File: config.mk
export PLATFORM = sky130hd
export DESIGN_NAME = msd_switch_unit
export DESIGN_NICKNAME = d
export VERILOG_FILES = /design/src/rtl/msd_pkg.sv /design/src/rtl/msd_window_ctr.sv /design/src/rtl/msd_best_pick.sv /design/src/rtl/msd_vote.sv /design/src/rtl/msd_switch_unit.sv
export SDC_FILE = /design/constraint.sdc
export NUM_CORES = 1
export LEC_CHECK = 0
export ABC_AREA = 0
export CAP_MARGIN = 10
export CORE_MARGIN = 2
export CORE_UTILIZATION = 47
export CTS_CLUSTER_SIZE = 24
export DETAILED_ROUTE_END_ITERATION = 8
export PLACE_DENSITY = 0.72
export SLEW_MARGIN = 30
export SYNTH_ARGS = -nofsm -noshare
export SYNTH_HDL_FRONTEND = slang
export SYNTH_SLANG_ARGS = --single-unit
File: constraint.sdc
create_clock -name clk -period 38.8 [get_ports clk]
set_clock_uncertainty 0.15 [all_clocks]
set_input_delay 7.76 -clock clk [delete_from_list [all_inputs] [get_ports clk]]
set_output_delay 7.76 -clock clk [all_outputs]
set_load 0.005 [all_outputs]
File: src/rtl/msd_pkg.sv
package msd_pkg;
  localparam int NUM_MODES = 4;
  localparam int MODE_W    = 2;

  typedef enum logic [MODE_W-1:0] {
    MODE_AVG    = 2'd0,
    MODE_NARROW = 2'd1,
    MODE_WIDE   = 2'd2,
    MODE_SMALL  = 2'd3
  } mode_e;
endpackage

File: src/rtl/msd_window_ctr.sv
module msd_window_ctr #(
  parameter int WINDOW = 512,
  parameter int DEPTH  = 4,
  parameter int RET_W  = 3
) (
  input  logic             clk,
  input  logic             rst_n,
  input  logic [RET_W-1:0] ret_cnt,
  output logic             win_close,
  output logic             dec_point
);
  localparam int ACC_W = $clog2(WINDOW + (1 << RET_W));
  localparam int IDX_W = (DEPTH > 1) ? $clog2(DEPTH) : 1;

  logic [ACC_W-1:0] acc_q;
  logic [ACC_W-1:0] sum;
  logic [IDX_W-1:0] idx_q;

  always_comb begin
    sum       = acc_q + ACC_W'(ret_cnt);
    win_close = (sum >= ACC_W'(WINDOW));
    dec_point = win_close && (idx_q == IDX_W'(DEPTH - 1));
  end

  always_ff @(posedge clk) begin
    if (!rst_n) begin
      acc_q <= '0;
      idx_q <= '0;
    end else if (win_close) begin
      acc_q <= sum - ACC_W'(WINDOW);
      idx_q <= dec_point ? '0 : idx_q + IDX_W'(1);
    end else begin
      acc_q <= sum;
    end
  end
endmodule

File: src/rtl/msd_best_pick.sv
module msd_best_pick
  import msd_pkg::*;
#(
  parameter int SCORE_W = 16
) (
  input  logic [NUM_MODES*SCORE_W-1:0] scores,
  output mode_e                        best
);
  logic [SCORE_W-1:0] best_s;

  always_comb begin
    best   = MODE_AVG;
    best_s = scores[SCORE_W-1:0];
    for (int m = 1; m < NUM_MODES; m++) begin
      if (scores[m*SCORE_W +: SCORE_W] > best_s) begin
        best_s = scores[m*SCORE_W +: SCORE_W];
        best   = mode_e'(MODE_W'(m));
      end
    end
  end
endmodule

File: src/rtl/msd_vote.sv
module msd_vote
  import msd_pkg::*;
#(
  parameter int DEPTH = 4
) (
  input  logic  clk,
  input  logic  rst_n,
  input  logic  push,
  input  mode_e rec,
  input  mode_e cur_mode,
  output mode_e vote_mode
);
  localparam int CNT_W = $clog2(DEPTH + 1);

  mode_e               hist_q [DEPTH];
  mode_e               hist_n [DEPTH];
  logic [CNT_W-1:0]    cnt    [NUM_MODES];
  logic [CNT_W-1:0]    top_cnt;
  logic [NUM_MODES-1:0] tied;
  logic                found;

  assign hist_n[0] = rec;
  for (genvar i = 1; i < DEPTH; i++) begin : g_shift
    assign hist_n[i] = hist_q[i-1];
  end

  always_comb begin
    for (int m = 0; m < NUM_MODES; m++) begin
      cnt[m] = '0;
      for (int i = 0; i < DEPTH; i++) begin
        if (hist_n[i] == mode_e'(MODE_W'(m))) cnt[m] = cnt[m] + CNT_W'(1);
      end
    end
    top_cnt = '0;
    for (int m = 0; m < NUM_MODES; m++) begin
      if (cnt[m] > top_cnt) top_cnt = cnt[m];
    end
    for (int m = 0; m < NUM_MODES; m++) begin
      tied[m] = (cnt[m] == top_cnt);
    end
    found     = 1'b0;
    vote_mode = cur_mode;
    if (!tied[cur_mode]) begin
      for (int i = 0; i < DEPTH; i++) begin
        if (!found && tied[hist_n[i]]) begin
          vote_mode = hist_n[i];
          found     = 1'b1;
        end
      end
    end
  end

  always_ff @(posedge clk) begin
    if (!rst_n) begin
      for (int i = 0; i < DEPTH; i++) hist_q[i] <= MODE_AVG;
    end else if (push) begin
      for (int i = 0; i < DEPTH; i++) hist_q[i] <= hist_n[i];
    end
  end
endmodule

File: src/rtl/msd_switch_unit.sv
module msd_switch_unit
  import msd_pkg::*;
#(
  parameter int WINDOW     = 512,
  parameter int DEPTH      = 4,
  parameter int RET_W      = 3,
  parameter int SCORE_W    = 16,
  parameter int MARGIN_NUM = 21,
  parameter int MARGIN_DEN = 20
) (
  input  logic                         clk,
  input  logic                         rst_n,
  input  logic [RET_W-1:0]             ret_cnt,
  input  logic [NUM_MODES*SCORE_W-1:0] scores,
  input  logic                         reconf_busy,
  output logic                         req_valid,
  output logic [MODE_W-1:0]            req_mode,
  output logic [MODE_W-1:0]            cur_mode
);
  localparam int PROD_W = SCORE_W + $clog2(MARGIN_NUM + MARGIN_DEN + 1) + 1;

  function automatic logic [SCORE_W-1:0] score_of(
    input logic [NUM_MODES*SCORE_W-1:0] s,
    input mode_e                        m
  );
    return s[int'(m)*SCORE_W +: SCORE_W];
  endfunction

  function automatic logic clears_margin(
    input logic [SCORE_W-1:0] tgt,
    input logic [SCORE_W-1:0] cur
  );
    logic [PROD_W-1:0] lhs;
    logic [PROD_W-1:0] rhs;
    lhs = PROD_W'(MARGIN_DEN) * PROD_W'(tgt);
    rhs = PROD_W'(MARGIN_NUM) * PROD_W'(cur);
    return lhs > rhs;
  endfunction

  logic  win_close;
  logic  dec_point;
  logic  margin_ok;
  logic  switch_go;
  mode_e rec_mode;
  mode_e vote_mode;
  mode_e cur_q;
  mode_e req_q;
  logic  req_valid_q;

  msd_window_ctr #(
    .WINDOW (WINDOW),
    .DEPTH  (DEPTH),
    .RET_W  (RET_W)
  ) u_win (
    .clk       (clk),
    .rst_n     (rst_n),
    .ret_cnt   (ret_cnt),
    .win_close (win_close),
    .dec_point (dec_point)
  );

  msd_best_pick #(
    .SCORE_W (SCORE_W)
  ) u_pick (
    .scores (scores),
    .best   (rec_mode)
  );

  msd_vote #(
    .DEPTH (DEPTH)
  ) u_vote (
    .clk       (clk),
    .rst_n     (rst_n),
    .push      (win_close),
    .rec       (rec_mode),
    .cur_mode  (cur_q),
    .vote_mode (vote_mode)
  );

  assign margin_ok = clears_margin(score_of(scores, vote_mode), score_of(scores, cur_q));
  assign switch_go = dec_point && !reconf_busy && (vote_mode != cur_q) && margin_ok;

  always_ff @(posedge clk) begin
    if (!rst_n) begin
      cur_q       <= MODE_AVG;
      req_q       <= MODE_AVG;
      req_valid_q <= 1'b0;
    end else begin
      req_valid_q <= switch_go;
      if (switch_go) begin
        cur_q <= vote_mode;
        req_q <= vote_mode;
      end
    end
  end

  assign req_valid = req_valid_q;
  assign req_mode  = req_q;
  assign cur_mode  = cur_q;
endmodule

==> results.json, run 1 <==
{
  "status": "completed",
  "cts_hold_buf": 0,
  "post-route-util_pct": 54.46,
  "rows": 46,
  "relSlewSlack_pct": 49.27,
  "synthArstFlopShare_pct": 0,
  "finalCritPeriodShare_pct": 71.72,
  "grt_pass1_wl_mm": 30.58,
  "arrival_ns": 27.83,
  "finalHoldViolCount": 0,
  "post-dp-hpwl_mm": 16.03,
  "cts_tree": "done",
  "cts_setup_buffers": 0,
  "cts_resized": 0,
  "drc_errors": 0,
  "antenna_cells": 0,
  "drt-total-wl_mm": 18.79,
  "grtUsageTotal_pct": 22.29,
  "cts-root-buf": "clkbuf_16",
  "yosys_warnings": 0,
  "crit_fanout": 31,
  "tns_ns": 0,
  "wl_met2_mm": 8.288,
  "final_common_cell": "ha_1",
  "ys_ff_latch": 21,
  "antenna_found_initial": 0,
  "slowest_stage": "nor4bb_1",
  "synth_compound_area_share_pct": 17.46,
  "final_cell_mix": "170 x ha_1, 130 x inv_1, 74 x mux2i_1, 74 x clkdlybuf4s50_1, 54 x nor2_1",
  "rsz0062_at_grt": "false",
  "met1Wirelength_mm": 9.206,
  "slowest_delay_ns": 0.67,
  "die_h_um": 130.2,
  "drive_above_1_share_pct": 4.811,
  "placement.io_buffers": 74,
  "max_freq_ghz": 0.03594,
  "wl_met3_um": 934,
  "syn_nets": 1165,
  "highest_layer": "met4",
  "synthXorXnorAreaFrac_pct": 6.784,
  "ioPinCount": 75,
  "synth_edf_count": 6,
  "crit_type": "input port to flop",
  "wl_per_cell_um": 15.75,
  "crit_required_ns": 38.80,
  "die_w_um": 130.2,
  "setup_viol": 0,
  "area_growth_pct": 14.27,
  "synth_top_family_by_area": "adder cells",
  "gp_congestion": 0.9340,
  "start_kind": "input port",
  "cts.sinks": 21,
  "initial_core_util_pct": 47.66,
  "drt_iter0_drc": 352,
  "numCtsBuffers": 3,
  "grt-ovfl-total": 0,
  "core_mm2": 0.01571,
  "yosysUniqueCellTypes": 72,
  "final_cell_area_mm2": 0.008557,
  "ant_nets": 0,
  "die_area_mm2": 0.01696,
  "min_period_ns": 27.83,
  "hold_class": "flop to flop",
  "clock_latency_ns": 0.25,
  "grt_pass1_vias": 6300,
  "syn_inst": 912,
  "synthAdderAreaFrac_pct": 31.88,
  "synthSimpleGateAreaFrac_pct": 13.90,
  "grt_max_degree": 32,
  "muxShareOfSynthArea_pct": 15.66,
  "maxCapViolCount": 0,
  "ys_seq_area_share_pct": 6.416,
  "nNetsFinal": 1231,
  "drv_slew": 0,
  "place_area_mm2": 0.008478,
  "synthFlopType": "dfxtp_1",
  "clockBufferDepth": 2,
  "clk_pin_slew_ns": 0.05,
  "critPathMostFrequentCell": "ha_1",
  "cp-end-kind": "flop",
  "dr.pass1.iters": 4,
  "ctsHtreeMaxLevel": 1,
  "worst_pin_slew_ns": 0.7556,
  "syn_avg_cell_area_um2": 8.211,
  "synth_area_mm2": 0.007488,
  "vias": 6728,
  "vias_per_cell": 5.640
}
-- worst paths after layout --
kind,startpoint,endpoint,slack (ns),cells after the start
max,scores[13],req_mode[0],10.97,84
min,u_win.acc_q[5],u_win.acc_q[5],0.33,2
max reg2reg,u_vote.hist_q[0][0],req_mode[0],24.32,61
min reg2reg,u_win.acc_q[5],u_win.acc_q[5],0.33,2
-- sequential cells by signal, indices dropped and copies added (netlist names) --
signal,count
req_mode,2
u_win.acc_q,10
u_win.idx_q,2
u_vote.hist_q,6
req_valid,1
-- synthesized netlist by cell type, types with 3 or more instances --
cell type  number  area share, %
clkbuf_1       10           0.50
nand3_1        21            1.4
mux2i_1        74            9.9
inv_1         130            6.5
a31oi_1         4           0.33
o21ai_0        36            2.4
nand2_1        50            2.5
o21ai_1         5           0.33
a21o_1         37            3.7
mux4_2         17            5.1
o21a_1          8           0.80
nor3_1         12           0.80
and2_1         12            1.0
a221o_1         3           0.40
a211o_1         4           0.47
xnor2_1        34            4.0
nand4_1        13            1.1
o22ai_1         4           0.33
o31a_1          3           0.35
dfxtp_1        15            4.0
or3_1           5           0.42
a22oi_1         3           0.30
buf_2           5           0.33
and3_1          4           0.33
ha_1          170             28
nor4_1          6           0.50
nor2b_1        10           0.84
a21oi_1        51            3.4
fa_1           13            3.5
xor2_1         24            2.8
edfxtp_1        6            2.4
a211oi_1       10            1.0
nand2b_1       10           0.84
nor2_1         55            2.8
-- per-layer routing --
layer,GRT usage [%],up-vias
li1,-,3389
met1,31.42,3126
met2,36.93,184
met3,2.173,29
met4,5.060,0
met5,0,-
-- logic make-up after synthesis --
family	count (synthesis)
multiplexers	95
buffers and inverters	151
AO/OA/AOI/OAI	192
other	1
XOR/XNOR	58
flip-flops	21
adder cells (fa/ha/maj)	183
AND/OR/NAND/NOR	211
-- critical path, delay by kind of cell --
family / cells / cell delay [ns]
buffers and inverters: 7 / 1.26
muxes: 4 / 0.84
adders and majority gates: 11 / 3.26
and+or+nand+nor: 20 / 4.35
xor gates and xnor gates: 2 / 0.72
AOI/OAI and AO/OA: 40 / 9.57
-- area by class of cell --
type                    instances  area [µm²]
fillers                      1485        7156
clock buffers                   4       78.83
repair buffers                 80       793.3
multi-input cells             740        6439
flip-flops and latches         21       480.5
well taps                     216       270.3
inverters                     132       495.5
-- stage by stage --
stage	cells	setup WS, ns	hold WS (ns)
floorplan	912	13.50	0.3039
global placement	1187	10.90	0.3218
detailed placement	1189	11.21	0.3332
CTS	1193	11.30	0.3405
global route	1193	9.380	0.3758
finish	1193	10.97	0.3338
Power of run 1 is left out: the tool's default activity adds up to more than one toggle a clock period on the data nets, which glitch-free logic cannot reach.
==> run 2, diff against run 1 <==
==> constraint.sdc (replaced) <==
create_clock -name clk -period 29.2 [get_ports clk]
set_clock_uncertainty 0.15 [all_clocks]
set_input_delay 5.84 -clock clk [delete_from_list [all_inputs] [get_ports clk]]
set_output_delay 5.84 -clock clk [all_outputs]
set_load 0.005 [all_outputs]
==> results.json, run 2 (synthesized netlist as in run 1, its figures left out) <==
{
  "status": "completed",
  "crit_type": "input port to flop",
  "min_period_ns": 25.93,
  "die_h_um": 130.2,
  "maxCapViolCount": 0,
  "gp_congestion": 0.9767,
  "start_kind": "input port",
  "rows": 46,
  "critPathMostFrequentCell": "ha_1",
  "cts-root-buf": "clkbuf_16",
  "dp_cells": 1190,
  "drt-total-wl_mm": 18.65,
  "finalCritPeriodShare_pct": 88.79,
  "final_common_cell": "ha_1",
  "r2r-start": "u_vote.hist_q[0][0]",
  "drive_above_1_share_pct": 5.010,
  "tns_ns": 0,
  "die_area_mm2": 0.01696,
  "antenna_found_initial": 0,
  "worst_pin_slew_ns": 0.7455,
  "dr.pass1.iters": 7,
  "grtUsageTotal_pct": 22.05,
  "finalHoldViolCount": 0,
  "r2r_end": "req_mode[0]",
  "endpoint": "req_mode[0]",
  "nFillCells": 1495,
  "area_growth_pct": 14.39,
  "grt_pass1_vias": 6321,
  "wl_per_cell_um": 15.62,
  "final_cell_mix": "170 x ha_1, 130 x inv_1, 74 x mux2i_1, 74 x clkdlybuf4s50_1, 54 x nor2_1",
  "antenna_cells": 0,
  "initial_core_util_pct": 47.66,
  "grt_pass1_wl_mm": 30.42,
  "grt_max_degree": 32,
  "clockBufferDepth": 2,
  "cts_hold_buf": 0,
  "drt_iter0_drc": 361,
  "relSlewSlack_pct": 49.63,
  "cp-end-kind": "flop",
  "crit_required_ns": 29.22,
  "slowest_delay_ns": 0.69,
  "setup_viol": 0,
  "crit_fanout": 31,
  "ctsHtreeMaxLevel": 1,
  "clk_pin_slew_ns": 0.06,
  "slowest_stage": "nor4bb_1",
  "numCtsBuffers": 3,
  "cts_resized": 0,
  "drv_slew": 0,
  "post-dp-hpwl_mm": 15.85,
  "hold_class": "flop to flop",
  "ff2ff_path_depth": 61,
  "drc_errors": 0,
  "die_w_um": 130.2,
  "cts_tree": "done",
  "holdWs_ns": 0.3421,
  "crit_path_start": "scores[13]",
  "grt-ovfl-total": 0,
  "clock_latency_ns": 0.25,
  "ioPinCount": 75,
  "core_mm2": 0.01571,
  "ant_nets": 0,
  "fin_cells": 1194,
  "max_freq_ghz": 0.03857,
  "cts.sinks": 21,
  "placement.io_buffers": 74,
  "reg2reg_slack_ns": 14.70,
  "top_register": "u_win.acc_q",
  "cts_setup_buffers": 0,
  "arrival_ns": 25.95,
  "vias_per_cell": 5.626,
  "nNetsFinal": 1232,
  "post-route-util_pct": 54.52,
  "largest_register_ffs": 10,
  "vias": 6718,
  "rsz0062_at_grt": "false",
  "top_regs": "u_win.acc_q x10, u_vote.hist_q x6"
}
## run 2: cell count changes in the layout (fill, tap and decap cells not counted), sizes merged
cell and change:
clkbuf -1, buf +1, clkinv +1
## run 2: worst min-delay path by stage
stage	endpoint	cells after the start	slack [ns]	from
after floorplan	u_win.acc_q[5]	2	0.30	u_win.acc_q[5]
after global placement	u_win.acc_q[5]	2	0.32	u_win.acc_q[5]
after detailed placement	u_win.acc_q[7]	2	0.33	u_win.acc_q[7]
after CTS	u_win.acc_q[7]	2	0.34	u_win.acc_q[7]
after global routing	u_win.idx_q[1]	2	0.38	u_win.idx_q[1]
final	u_win.acc_q[7]	2	0.34	u_win.acc_q[7]
## run 2: per-layer routing
layer	part of all wire [%]	global-route usage (%)	up-vias
met5	0	0	-
met1	48	30.94	3090
met3	6.3	1.886	22
met4	1.7	4.934	0
met2	44	36.90	222
li1	-	-	3384
## run 2: cell type report
class                      count  area (µm²)  area share, %
inverter                     132       495.5          5.784
clock buffer                   3       75.07         0.8764
timing repair buffer          81       800.8          9.349
multi-input combinational    740        6439          75.17
tap                          216       270.3          3.155
clock inverter                 1       5.005        0.05843
sequential                    21       480.5          5.609
## run 2: stage by stage
step	setup WS, ns	instance area [µm²]
after floorplan	5.819	7488
after global placement	2.999	8461
after detailed placement	3.350	8486
after CTS	3.453	8566
after global routing	1.541	8566
final	3.273	8566
## run 2: critical path, delay by kind of cell
| kind | cells | cell delay (ns) |
|---|---|---|
| AOI/OAI and AO/OA | 40 | 9.55 |
| xor gates and xnor gates | 2 | 0.72 |
| adders and majority gates | 11 | 3.28 |
| buffers and inverters | 7 | 1.25 |
| muxes | 4 | 0.87 |
| and+or+nand+nor | 20 | 4.40 |
Power of run 2 is left out for the same reason.
==> run 3, diff against run 2 <==
--- a/config.mk
+++ b/config.mk
@@ -11,7 +11,10 @@
 export CORE_UTILIZATION = 47
 export CTS_CLUSTER_SIZE = 24
 export DETAILED_ROUTE_END_ITERATION = 8
-export PLACE_DENSITY = 0.72
+export DONT_BUFFER_PORTS = 1
+export GPL_TIMING_DRIVEN = 0
+export HOLD_SLACK_MARGIN = 0.06
+export PLACE_DENSITY = 0.66
 export SLEW_MARGIN = 30
 export SYNTH_ARGS = -nofsm -noshare
 export SYNTH_HDL_FRONTEND = slang
==> results.json, run 3 (synthesized netlist as in run 1, its figures left out) <==
{
  "cts-root-buf": "clkbuf_16",
  "slowest_stage": "nor4bb_1",
  "crit_fanout": 10,
  "cts_hold_buf": 0,
  "placement.io_buffers": 0,
  "crit_path_start": "scores[13]",
  "gp_congestion": 0.9053,
  "finalHoldViolCount": 0,
  "reg2reg_slack_ns": 14.14,
  "clockBufferDepth": 2,
  "tns_ns": 0,
  "vias": 6399,
  "die_h_um": 130.2,
  "grtUsageTotal_pct": 21.88,
  "wl_per_cell_um": 16.35,
  "grt_pass1_wl_mm": 30.04,
  "die_area_mm2": 0.01696,
  "die_w_um": 130.2,
  "relSlewSlack_pct": 43.20,
  "status": "completed",
  "drive_above_1_share_pct": 5.240,
  "busiest_layer": "met2",
  "cts.sinks": 21,
  "ff2ff_path_depth": 63,
  "cts_tree": "done",
  "drc_errors": 0,
  "grt_max_degree": 13,
  "cts_resized": 0,
  "setup_viol": 0,
  "grt-ovfl-total": 0,
  "drt-total-wl_mm": 18.51,
  "largest_register_ffs": 10,
  "final_cell_mix": "170 x ha_1, 130 x inv_1, 74 x mux2i_1, 54 x nor2_1, 51 x a21oi_1",
  "worst_pin_slew_ns": 0.8406,
  "max_freq_ghz": 0.03706,
  "start_kind": "input port",
  "numCtsBuffers": 3,
  "initial_core_util_pct": 47.66,
  "ant_nets": 0,
  "cp-end-kind": "flop",
  "antenna_found_initial": 0,
  "cts_setup_buffers": 0,
  "hold_class": "flop to flop",
  "use_met1_pct": 31.10,
  "ctsHtreeMaxLevel": 1,
  "crit_required_ns": 29.22,
  "top_register": "u_win.acc_q",
  "top_regs": "u_win.acc_q x10, u_vote.hist_q x6",
  "arrival_ns": 27.00,
  "area_growth_pct": 4.712,
  "nNetsFinal": 1170,
  "rsz0062_at_grt": "false",
  "drv_slew": 0,
  "slowest_delay_ns": 0.76,
  "clk_pin_slew_ns": 0.06,
  "antenna_cells": 0,
  "finalCritPeriodShare_pct": 92.40,
  "maxCapViolCount": 0,
  "crit_type": "input port to flop",
  "rows": 46,
  "nFillCells": 1555,
  "grt_pass1_vias": 6051,
  "r2r_end": "req_mode[0]",
  "clock_latency_ns": 0.25,
  "drt_iter0_drc": 368,
  "dr.pass1.iters": 4,
  "hold_path_depth": 2,
  "endpoint": "req_mode[0]",
  "min_period_ns": 26.98,
  "ioPinCount": 75,
  "final_common_cell": "ha_1",
  "min_from": "u_win.acc_q[5]",
  "r2r-start": "u_vote.hist_q[0][0]",
  "met2_usage_pct": 34.37,
  "core_mm2": 0.01571,
  "post-dp-hpwl_mm": 15.95,
  "gr-usage-met3_pct": 4.797,
  "vias_per_cell": 5.653
}
run 3: cell count changes in the layout (fill, tap and decap cells not counted):
cell	before	now
buf_1	0	1
o21ai_4	1	0
a22oi_1	2	3
a22oi_2	1	0
clkbuf_1	0	10
o21ai_1	4	5
clkdlybuf4s50_1	74	0
buf_6	2	1
buf_4	5	2
buf_2	0	5
run 3: worst min path at each step:
stage | to | slack, ns
after floorplan | u_win.acc_q[5] | 0.30
after global placement | u_win.acc_q[5] | 0.32
after detailed placement | u_win.acc_q[5] | 0.33
after CTS | u_win.acc_q[5] | 0.34
after global routing | u_win.acc_q[7] | 0.39
final | u_win.acc_q[5] | 0.34
run 3: worst max-delay path: cells and delay by family:
family          cells  cell delay [ns]
fa+ha+maj          11             3.36
compound gates     43            10.51
buf+inv             7             1.69
xor+xnor            1             0.19
simple gates       19             4.26
mux                 4             1.05
run 3: metrics by stage:
stage          instance area, µm²  instances  util (%)  setup slack, ns  hold WS (ns)
2_1_floorplan                7488        912         -            5.819        0.3039
3_3_place_gp                 7759       1128     49.38            2.441        0.3211
3_5_place_dp                 7761       1128     49.39            2.361        0.3269
4_1_cts                      7841       1132     49.90            2.513        0.3377
6_report                     7841       1132     49.90            2.220        0.3397
5_1_grt                      7841       1132     49.90           0.5909        0.3871
run 3: per-layer routing:
layer | part of all wire (%) | vias up
met5 | 0 | -
met4 | 1.6 | 0
met3 | 8.2 | 14
met2 | 41 | 151
met1 | 49 | 2967
li1 | - | 3267
run 3: area by class of cell:
cell class	instances	area (µm²)	area share, %
multi-input combinational	740	6422	81.91
inverter	132	495.5	6.319
sequential	21	480.5	6.127
tap	216	270.3	3.447
buffer	19	92.59	1.181
clock buffer	3	75.07	0.9574
clock inverter	1	5.005	0.06383
Power of run 3 is left out for the same reason.
